$ cat src/rtl/tmr8c_pkg.sv
package tmr8c_pkg;
    localparam int BYTE_W = 8;
    localparam int CKS_W  = 3;
    localparam int N_TICK = 3;
    localparam int ADDR_W = 3;
    localparam int N_CH   = 2;

    localparam logic [CKS_W-1:0] CKS_STOP = 3'b000;
    localparam logic [CKS_W-1:0] CKS_CASC = 3'b100;

    typedef enum logic [1:0] {
        MODE_SPLIT = 2'd0,
        MODE_WIDE  = 2'd1,
        MODE_EVENT = 2'd2
    } mode_e;

    typedef struct packed {
        logic cmf;
        logic ovf;
    } flags_t;

    typedef enum logic [ADDR_W-1:0] {
        A_CTRL0 = 3'd0, A_CTRL1 = 3'd1,
        A_STAT0 = 3'd2, A_STAT1 = 3'd3,
        A_CNT0  = 3'd4, A_CNT1  = 3'd5,
        A_CMP0  = 3'd6, A_CMP1  = 3'd7
    } addr_e;

    function automatic logic tick_pick(input logic [CKS_W-1:0] cks,
                                       input logic [N_TICK-1:0] tk);
        logic r;
        r = 1'b0;
        for (int i = 0; i < N_TICK; i++)
            if (cks == CKS_W'(i + 1)) r = tk[i];
        return r;
    endfunction

    function automatic mode_e mode_of(input logic [CKS_W-1:0] c0,
                                      input logic [CKS_W-1:0] c1);
        if (c0 == CKS_CASC)      return MODE_WIDE;
        else if (c1 == CKS_CASC) return MODE_EVENT;
        else                     return MODE_SPLIT;
    endfunction
endpackage

$ cat src/rtl/tmr8c_chan.sv
module tmr8c_chan
    import tmr8c_pkg::*;
#(
    parameter int W = BYTE_W
) (
    input  logic         clk,
    input  logic         rst,
    input  logic         inc,
    input  logic         wr_cnt,
    input  logic         wr_cmp,
    input  logic         wr_stat,
    input  logic [W-1:0] wdata,
    input  logic         set_ovf,
    input  logic         set_cmf,
    output logic [W-1:0] cnt,
    output logic [W-1:0] cmp,
    output flags_t       flags,
    output logic         at_max,
    output logic         at_cmp
);
    assign at_max = (cnt == '1);
    assign at_cmp = (cnt == cmp);

    always_ff @(posedge clk) begin
        if (rst) begin
            cnt   <= '0;
            cmp   <= '1;
            flags <= '0;
        end else begin
            if (wr_cnt)   cnt <= wdata;
            else if (inc) cnt <= cnt + 1'b1;
            if (wr_cmp)   cmp <= wdata;
            flags.ovf <= set_ovf | (flags.ovf & ~(wr_stat & ~wdata[0]));
            flags.cmf <= set_cmf | (flags.cmf & ~(wr_stat & ~wdata[1]));
        end
    end

    assert_reset_state_R1: assert property (@(posedge clk)
        rst |=> (cnt == '0 && cmp == '1 && flags == '0));
    assert_count_step_R3: assert property (@(posedge clk) disable iff (rst)
        (inc && !wr_cnt) |=> (cnt == W'($past(cnt) + 1'b1)));
    assert_write_wins_R7: assert property (@(posedge clk) disable iff (rst)
        wr_cnt |=> (cnt == $past(wdata)));
    assert_ovf_set_wins_R6: assert property (@(posedge clk) disable iff (rst)
        set_ovf |=> flags.ovf);
    assert_cmf_set_wins_R6: assert property (@(posedge clk) disable iff (rst)
        set_cmf |=> flags.cmf);
endmodule

$ cat src/rtl/tmr8c_route.sv
module tmr8c_route
    import tmr8c_pkg::*;
(
    input  logic [CKS_W-1:0]  cks0,
    input  logic [CKS_W-1:0]  cks1,
    input  logic [N_TICK-1:0] tick,
    input  logic              max0,
    input  logic              max1,
    input  logic              eq0,
    input  logic              eq1,
    output mode_e             mode,
    output logic              inc0,
    output logic              inc1,
    output logic              set_ovf0,
    output logic              set_ovf1,
    output logic              set_cmf0,
    output logic              set_cmf1
);
    logic en0, en1;

    always_comb begin
        mode = mode_of(cks0, cks1);
        en0  = tick_pick(cks0, tick);
        en1  = tick_pick(cks1, tick);
        unique case (mode)
            MODE_WIDE: begin
                inc1     = en1;
                inc0     = en1 & max1;
                set_cmf0 = en1 & eq0 & eq1;
            end
            MODE_EVENT: begin
                inc0     = en0;
                inc1     = en0 & eq0;
                set_cmf0 = en0 & eq0;
            end
            default: begin
                inc0     = en0;
                inc1     = en1;
                set_cmf0 = en0 & eq0;
            end
        endcase
        set_ovf0 = inc0 & max0;
        set_ovf1 = inc1 & max1 & (mode != MODE_WIDE);
        set_cmf1 = inc1 & eq1;
    end

    always_comb begin
        if (mode == MODE_WIDE && inc0)
            assert_hi_needs_lo_wrap_R8: assert (max1);
    end
endmodule

$ cat src/rtl/tmr8c_top.sv
module tmr8c_top
    import tmr8c_pkg::*;
(
    input  logic              clk,
    input  logic              rst,
    input  logic [N_TICK-1:0] tick,
    input  logic [ADDR_W-1:0] addr,
    input  logic              wr_en,
    input  logic [BYTE_W-1:0] wr_data,
    output logic [BYTE_W-1:0] rd_data
);
    localparam int PAD_CTRL = BYTE_W - CKS_W;
    localparam int PAD_STAT = BYTE_W - $bits(flags_t);

    logic [CKS_W-1:0]  cks   [N_CH];
    logic [BYTE_W-1:0] cnt   [N_CH];
    logic [BYTE_W-1:0] cmp   [N_CH];
    flags_t            flg   [N_CH];
    logic [N_CH-1:0]   inc, set_ovf, set_cmf, at_max, at_cmp;
    logic [N_CH-1:0]   we_cnt, we_cmp, we_stat, we_ctrl;
    mode_e             mode;

    for (genvar i = 0; i < N_CH; i++) begin : g_ch
        assign we_ctrl[i] = wr_en && (addr == ADDR_W'(A_CTRL0) + ADDR_W'(i));
        assign we_stat[i] = wr_en && (addr == ADDR_W'(A_STAT0) + ADDR_W'(i));
        assign we_cnt[i]  = wr_en && (addr == ADDR_W'(A_CNT0)  + ADDR_W'(i));
        assign we_cmp[i]  = wr_en && (addr == ADDR_W'(A_CMP0)  + ADDR_W'(i));

        always_ff @(posedge clk) begin
            if (rst)             cks[i] <= CKS_STOP;
            else if (we_ctrl[i]) cks[i] <= wr_data[CKS_W-1:0];
        end

        tmr8c_chan #(.W(BYTE_W)) u_chan (
            .clk     (clk),
            .rst     (rst),
            .inc     (inc[i]),
            .wr_cnt  (we_cnt[i]),
            .wr_cmp  (we_cmp[i]),
            .wr_stat (we_stat[i]),
            .wdata   (wr_data),
            .set_ovf (set_ovf[i]),
            .set_cmf (set_cmf[i]),
            .cnt     (cnt[i]),
            .cmp     (cmp[i]),
            .flags   (flg[i]),
            .at_max  (at_max[i]),
            .at_cmp  (at_cmp[i])
        );
    end

    tmr8c_route u_route (
        .cks0     (cks[0]),
        .cks1     (cks[1]),
        .tick     (tick),
        .max0     (at_max[0]),
        .max1     (at_max[1]),
        .eq0      (at_cmp[0]),
        .eq1      (at_cmp[1]),
        .mode     (mode),
        .inc0     (inc[0]),
        .inc1     (inc[1]),
        .set_ovf0 (set_ovf[0]),
        .set_ovf1 (set_ovf[1]),
        .set_cmf0 (set_cmf[0]),
        .set_cmf1 (set_cmf[1])
    );

    always_comb begin
        unique case (addr_e'(addr))
            A_CTRL0: rd_data = {{PAD_CTRL{1'b0}}, cks[0]};
            A_CTRL1: rd_data = {{PAD_CTRL{1'b0}}, cks[1]};
            A_STAT0: rd_data = {{PAD_STAT{1'b0}}, flg[0]};
            A_STAT1: rd_data = {{PAD_STAT{1'b0}}, flg[1]};
            A_CNT0:  rd_data = cnt[0];
            A_CNT1:  rd_data = cnt[1];
            A_CMP0:  rd_data = cmp[0];
            default: rd_data = cmp[1];
        endcase
    end

    assert_wide_lo_wraps_R8: assert property (@(posedge clk) disable iff (rst)
        (mode == MODE_WIDE && inc[0] && we_cnt == '0) |=> (cnt[1] == '0));
    assert_event_hold_R11: assert property (@(posedge clk) disable iff (rst)
        (mode == MODE_EVENT && !we_cnt[1] && !(inc[0] && at_cmp[0]))
            |=> $stable(cnt[1]));
    assert_wide_no_lo_ovf_R10: assert property (@(posedge clk) disable iff (rst)
        (mode == MODE_WIDE && !flg[1].ovf && !we_stat[1]) |=> !flg[1].ovf);
endmodule

$ cat config.mk
export PLATFORM = sky130hd
export DESIGN_NAME = tmr8c_top
export DESIGN_NICKNAME = d
export VERILOG_FILES = /design/src/rtl/tmr8c_pkg.sv /design/src/rtl/tmr8c_chan.sv /design/src/rtl/tmr8c_route.sv /design/src/rtl/tmr8c_top.sv
export SDC_FILE = /design/constraint.sdc
export NUM_CORES = 1
export LEC_CHECK = 0
export CORE_ASPECT_RATIO = 0.7
export CORE_MARGIN = 2
export CORE_UTILIZATION = 50
export DETAILED_ROUTE_END_ITERATION = 12
export PLACE_DENSITY = 0.68
export SYNTH_ARGS = -nofsm -noshare
export SYNTH_HDL_FRONTEND = slang
export SYNTH_SLANG_ARGS = --single-unit
$ cat constraint.sdc
create_clock -name clk -period 3.67 [get_ports clk]
set_input_delay 0.734 -clock clk [delete_from_list [all_inputs] [get_ports clk]]
set_output_delay 0.734 -clock clk [all_outputs]
set_load 0.05 [all_outputs]
* Yosys cells after proc, flatten, opt, wreduce, memory -nomap -nowiden
Memory sizes are Yosys's and may differ from the RTL's.
Cells that the tools add are included.
** Operators by class
- Mux-type cells :: 26
- Reduce and logical (&&, ||, !) cells :: 11
- Bitwise operators :: 28
- Equal/unequal tests :: 22
- Add/sub/neg operators :: 2
** Operators with widths (count)
- 8-bit case mux with 7 select lines :: 1
- 8-bit 2-to-1 mux :: 4
- 3-bit by 2-bit equality test with 1-bit output (second input constant) :: 6
- 3-bit equality test (second input constant) :: 6
- 1-bit 2-to-1 mux :: 17
- 8-bit by 1-bit adder with 8-bit output (second input constant) :: 2
- 1-bit AND :: 16
- 8-bit equality test :: 2
- 8-bit equality test (second input constant) :: 2
- 3-bit by 1-bit equality test with 1-bit output (second input constant) :: 3
- 1-bit logical AND :: 8
- 3-bit 2-to-1 mux :: 2
- 1-bit NOT :: 6
- 1-bit OR :: 6
- 2-bit 2-to-1 mux :: 2
- 2-bit nonzero test :: 2
- 3-bit zero test :: 1
- 2-bit by 1-bit equality test with 1-bit output (second input constant) :: 1
- 2-bit equality test (second input constant) :: 1
- 2-bit by 1-bit != test with 1-bit output (second input constant) :: 1
** Word-level totals
- Output and inout port bits :: 8
- Memory bits (writable) :: 6
- Flip-flop bits (word level) :: 36
- Input bits :: 17
- Memories kept :: 1
- Word-level logic and storage cells :: 98
** Memory list
- cks :: depth 2, width 3, read ports 2, clocked after memory_dff 0, wr ports 2, line tmr8c_top.sv:15 : logic [CKS_W-1:0] cks [N_CH];

* Longest topological paths before layout
- Depth in word-level cells :: 9
- Mapped depth :: 7
- Depth with buffers taken out :: 6

* Modules after synthesis
Synthesis repeated with hierarchy kept, for this count alone.
** Second synthesis, totals
- Cell total of the unflattened synthesis :: 291
- Area total of the unflattened synthesis :: 2662.6 µm²
** Modules (own cells, without submodules)
- tmr8c_chan :: instances 2, area each 894.6 µm², cells each 98, sequential area each 360.3 µm²
- tmr8c_top :: instances 1, area each 698.2 µm², cells each 75, sequential area each 180.2 µm²
- tmr8c_route :: instances 1, area each 175.2 µm², cells each 20, sequential area each 0.0 µm²

* Least setup slack after synthesis
OpenSTA, ideal clock, no wires.
- Kind :: input -> output
- Start :: in addr[2]
- End :: out rd_data[2]
- Data arrival time :: 2.378 ns
- Stages :: 6
- Slack :: 0.558 ns
- Data required time :: 2.936 ns
- Buffers on the path :: 2
- Cell sequence :: clkbuf_1 -> clkbuf_1 -> nand2_1 -> o22ai_1 -> a31oi_1 -> o221ai_1
** Between the ends
- Word-level cells in the longest chain between the ends :: 2
- Elaborated cells on any way between the ends :: 8
- Classes of those cells :: 6 x eq/ne; 1 x mux; 1 x reduce/logical
** RTL lines
- start: declaration :: line tmr8c_top.sv:7 : input logic [ADDR_W-1:0] addr,
- 3-bit equality test, or another cell as far along :: line tmr8c_top.sv:70 : unique case (addr_e'(addr))
- 8-bit case mux with 7 select lines * :: line tmr8c_top.sv:70
- end: declaration :: line tmr8c_top.sv:10 : output logic [BYTE_W-1:0] rd_data
Mark *: on every way between the ends. The rest lies on a longest branch, timed or not.

* Worst setup path after layout
- Start :: in addr[0]
- End :: out rd_data[2]
Same word-level chain as after synthesis.

==> run metrics <==
worst setup margin 506 ps; Worst VDD drop just over 0.2 mV; crit-path max FO 8; Post-Syn Instances approximately 300; final core utilization 0.596; ys flop type dfxtp_1; grt ovf 0; CTS tree built; period utilisation layout 0.862; total track usage 0.268; Critical-path top delay cell clkdlybuf4s50_1; Synth warnings 0; Worst-Margin Slew slightly above 900 ps; Max H-tree Level 2; Place WS 542 ps; biggest area consumer among synthesized cells dfxtp_1; number of placed I/O pins 25; Initial Util 0.513; Cell variety after synth 52; worst hold stages 2; core area approximately 0.0052 mm^2; Hold WS around 470 ps; post-CTS resize count 0; Avg Cell Area, Syn between 8 and 9 um^2; Layout area overhead 16.2%; root buf cell clkbuf_8; Async SR Flop Fraction 0; top-area cell type share of the netlist area 0.272; power per cell area about 340 mW/mm^2; Skew-Pair Late Insertion Delay ~300 ps; Startpoint Class primary input; most used cell along the critical path buf_4; setup violators final 0; WS Path Type primary input to primary output; Crit path largest cell delay ~660 ps; Final ANT Viol Nets 0; die height ~65 um; Post-CTS Setup Inserts 0; synthesized area about 0.0027 mm^2; Die Width between 90 and 100 um; clock sinks between 40 and 50; largest net degree at the start of global routing 24; EDFF count, synth 6; vias in the first global route around 2300; diode count 0; Max Fclk approximately 320 MHz; share of layout cells above drive strength 1 0.132; register area share after synthesis 0.339; cts hold-fix bufs 0; Critical Path Sink Type primary output; final setup TNS 0 ps; DR vias ~2500; Pleak between 0.001 and 0.0015 uW; RR Endpoint g_ch[0].u_chan.cnt[7]; final WL 7360 um; first-pass GRT wire length around 12000 um; clk_skew approximately 4.6 ps; Tmin final approximately 3200 ps; Mapped Nets 321; Post-route DRC 0; count leader, synth dfxtp_1; # rows 22; Synth top cells by count dfxtp_1 (36), nand2_1 (35), mux2i_1 (20); drt first pass iters 5; initial antenna violation count 0; hpwl dp between 5000 and 6000 um; WL/cell 18.5 um; CP cell instances clkdlybuf4s50_1 > buf_4 > a22oi_1 > o22ai_1 > a31oi_1 > o221ai_1 > buf_4; top cells by area, synth dfxtp_1 (27%), mux2i_1 (7.5%), edfxtp_1 (6.8%); Slew Limit Fails 0; flops & latches, synth 42; RR Startpoint g_ch[1].u_chan.cnt[0]; FF-to-FF setup slack 1320 ps; Final GP Congestion between 0.8 and 0.9; via density per instance 6.16; Iter 0 DRT Violations around 190; Reg2Reg Depth 6; placed cell count 390; Worst-path clk slew 80 ps; Final Hold Viols 0; RSZ-0062 raised after global routing no; end of the worst hold path g_ch[0].u_chan.flags[0]; status complete, no violations; Die Area 0.00592 mm^2; hold path start g_ch[0].u_chan.flags[0]; Final Instance Count excl. Fillers roughly 400; IO buf count 24; nets 344; WP data required a little under 3000 ps; Slew HR 0.396; crit path DAT between 2000 and 2500 ps; HP Class flop to flop; TritonCTS buffer count 5; Max clock buf depth 2; max-cap violations 0
-- metrics by stage --
stage / instance area, um^2 / total power (uW)
after floorplan: 2650 / 664
after global placement: 2990 / 747
after detailed placement: 2990 / 750
after CTS: 3080 / 1060
after global routing: 3080 / 1100
final: 3080 / 1060
-- cells in the final DEF (no fill, tap or decap), types with 2 or more instances in the layout --
master	n
a211o_1	2
a211oi_1	4
a21oi_1	11
a311oi_1	4
a31oi_1	4
a41oi_1	2
and2_1	11
and3_1	4
buf_4	21
clkbuf_8	6
clkdlybuf4s50_1	16
dfxtp_1	36
edfxtp_1	6
ha_1	2
inv_1	4
mux2_2	2
mux2i_1	20
mux4_2	7
nand2_1	35
nand2b_1	2
nand3_1	13
nand4_1	8
nor2_1	16
nor3_1	6
nor4_1	4
o211ai_1	4
o21ai_0	16
o221ai_1	2
o22ai_1	2
o31ai_1	7
or3_1	6
or4_1	4
xnor2_1	16
xor2_1	2
-- worst max-delay path: cells and delay by family --
family                 cells  cell delay (ps)
AOI/OAI and AO/OA          4              560
buffers and inverters      3             1120
-- logic make-up (layout without fill, tap and decap cells) --
family	count (synthesis)	in the layout	share of synthesized area
XOR/XNOR	18	18	0.0594
buffers and inverters	27	51	0.0405
adder cells (fa/ha/maj)	2	2	0.00943
flip-flops	42	42	0.339
AND/OR/NAND/NOR	117	117	0.235
multiplexers	29	29	0.143
AO/OA/AOI/OAI	67	67	0.173
-- sequential cells by signal (all words and copies together), names as in the netlist --
register,count
g_ch.u_chan.cmp,16
g_ch.u_chan.cnt,16
g_ch.u_chan.flags,4
cks,6
-- report_power, final --
| part | switching [uW] | internal (uW) | leakage (uW) |
|---|---|---|---|
| clock | 160 | 152 | 0.0000482 |
| sequential | 36.9 | 487 | 0.000351 |
| combinational | 123 | 97.1 | 0.000670 |
-- metal layers --
metal	global-route usage	routed length [um]	vias up
met3	0.0523	538	10
met1	0.391	3670	1165
li1	-	-	1180
met4	0.0890	85	0
met2	0.399	3070	98
met5	0	0	-
-- worst max path at each step --
stage                       start  slack (ps)  depth (start not counted)          to
after global placement    addr[0]         550                          4  rd_data[1]
after CTS                 addr[0]         530                          7  rd_data[2]
after floorplan           addr[2]         560                          6  rd_data[2]
after detailed placement  addr[0]         540                          7  rd_data[2]
final                     addr[0]         510                          7  rd_data[2]
after global routing      addr[0]         390                          7  rd_data[2]
-- cell type report --
cell class	instances	area (um^2)
fill	480	2090
inverter	5	18.8
sequential	42	901
clock inverter	1	5.00
timing repair buffer	38	338
tap	72	90.1
multi-input combinational	233	1650
clock buffer	7	86.3
No activity file was read; power rests on OpenSTA's default activity.
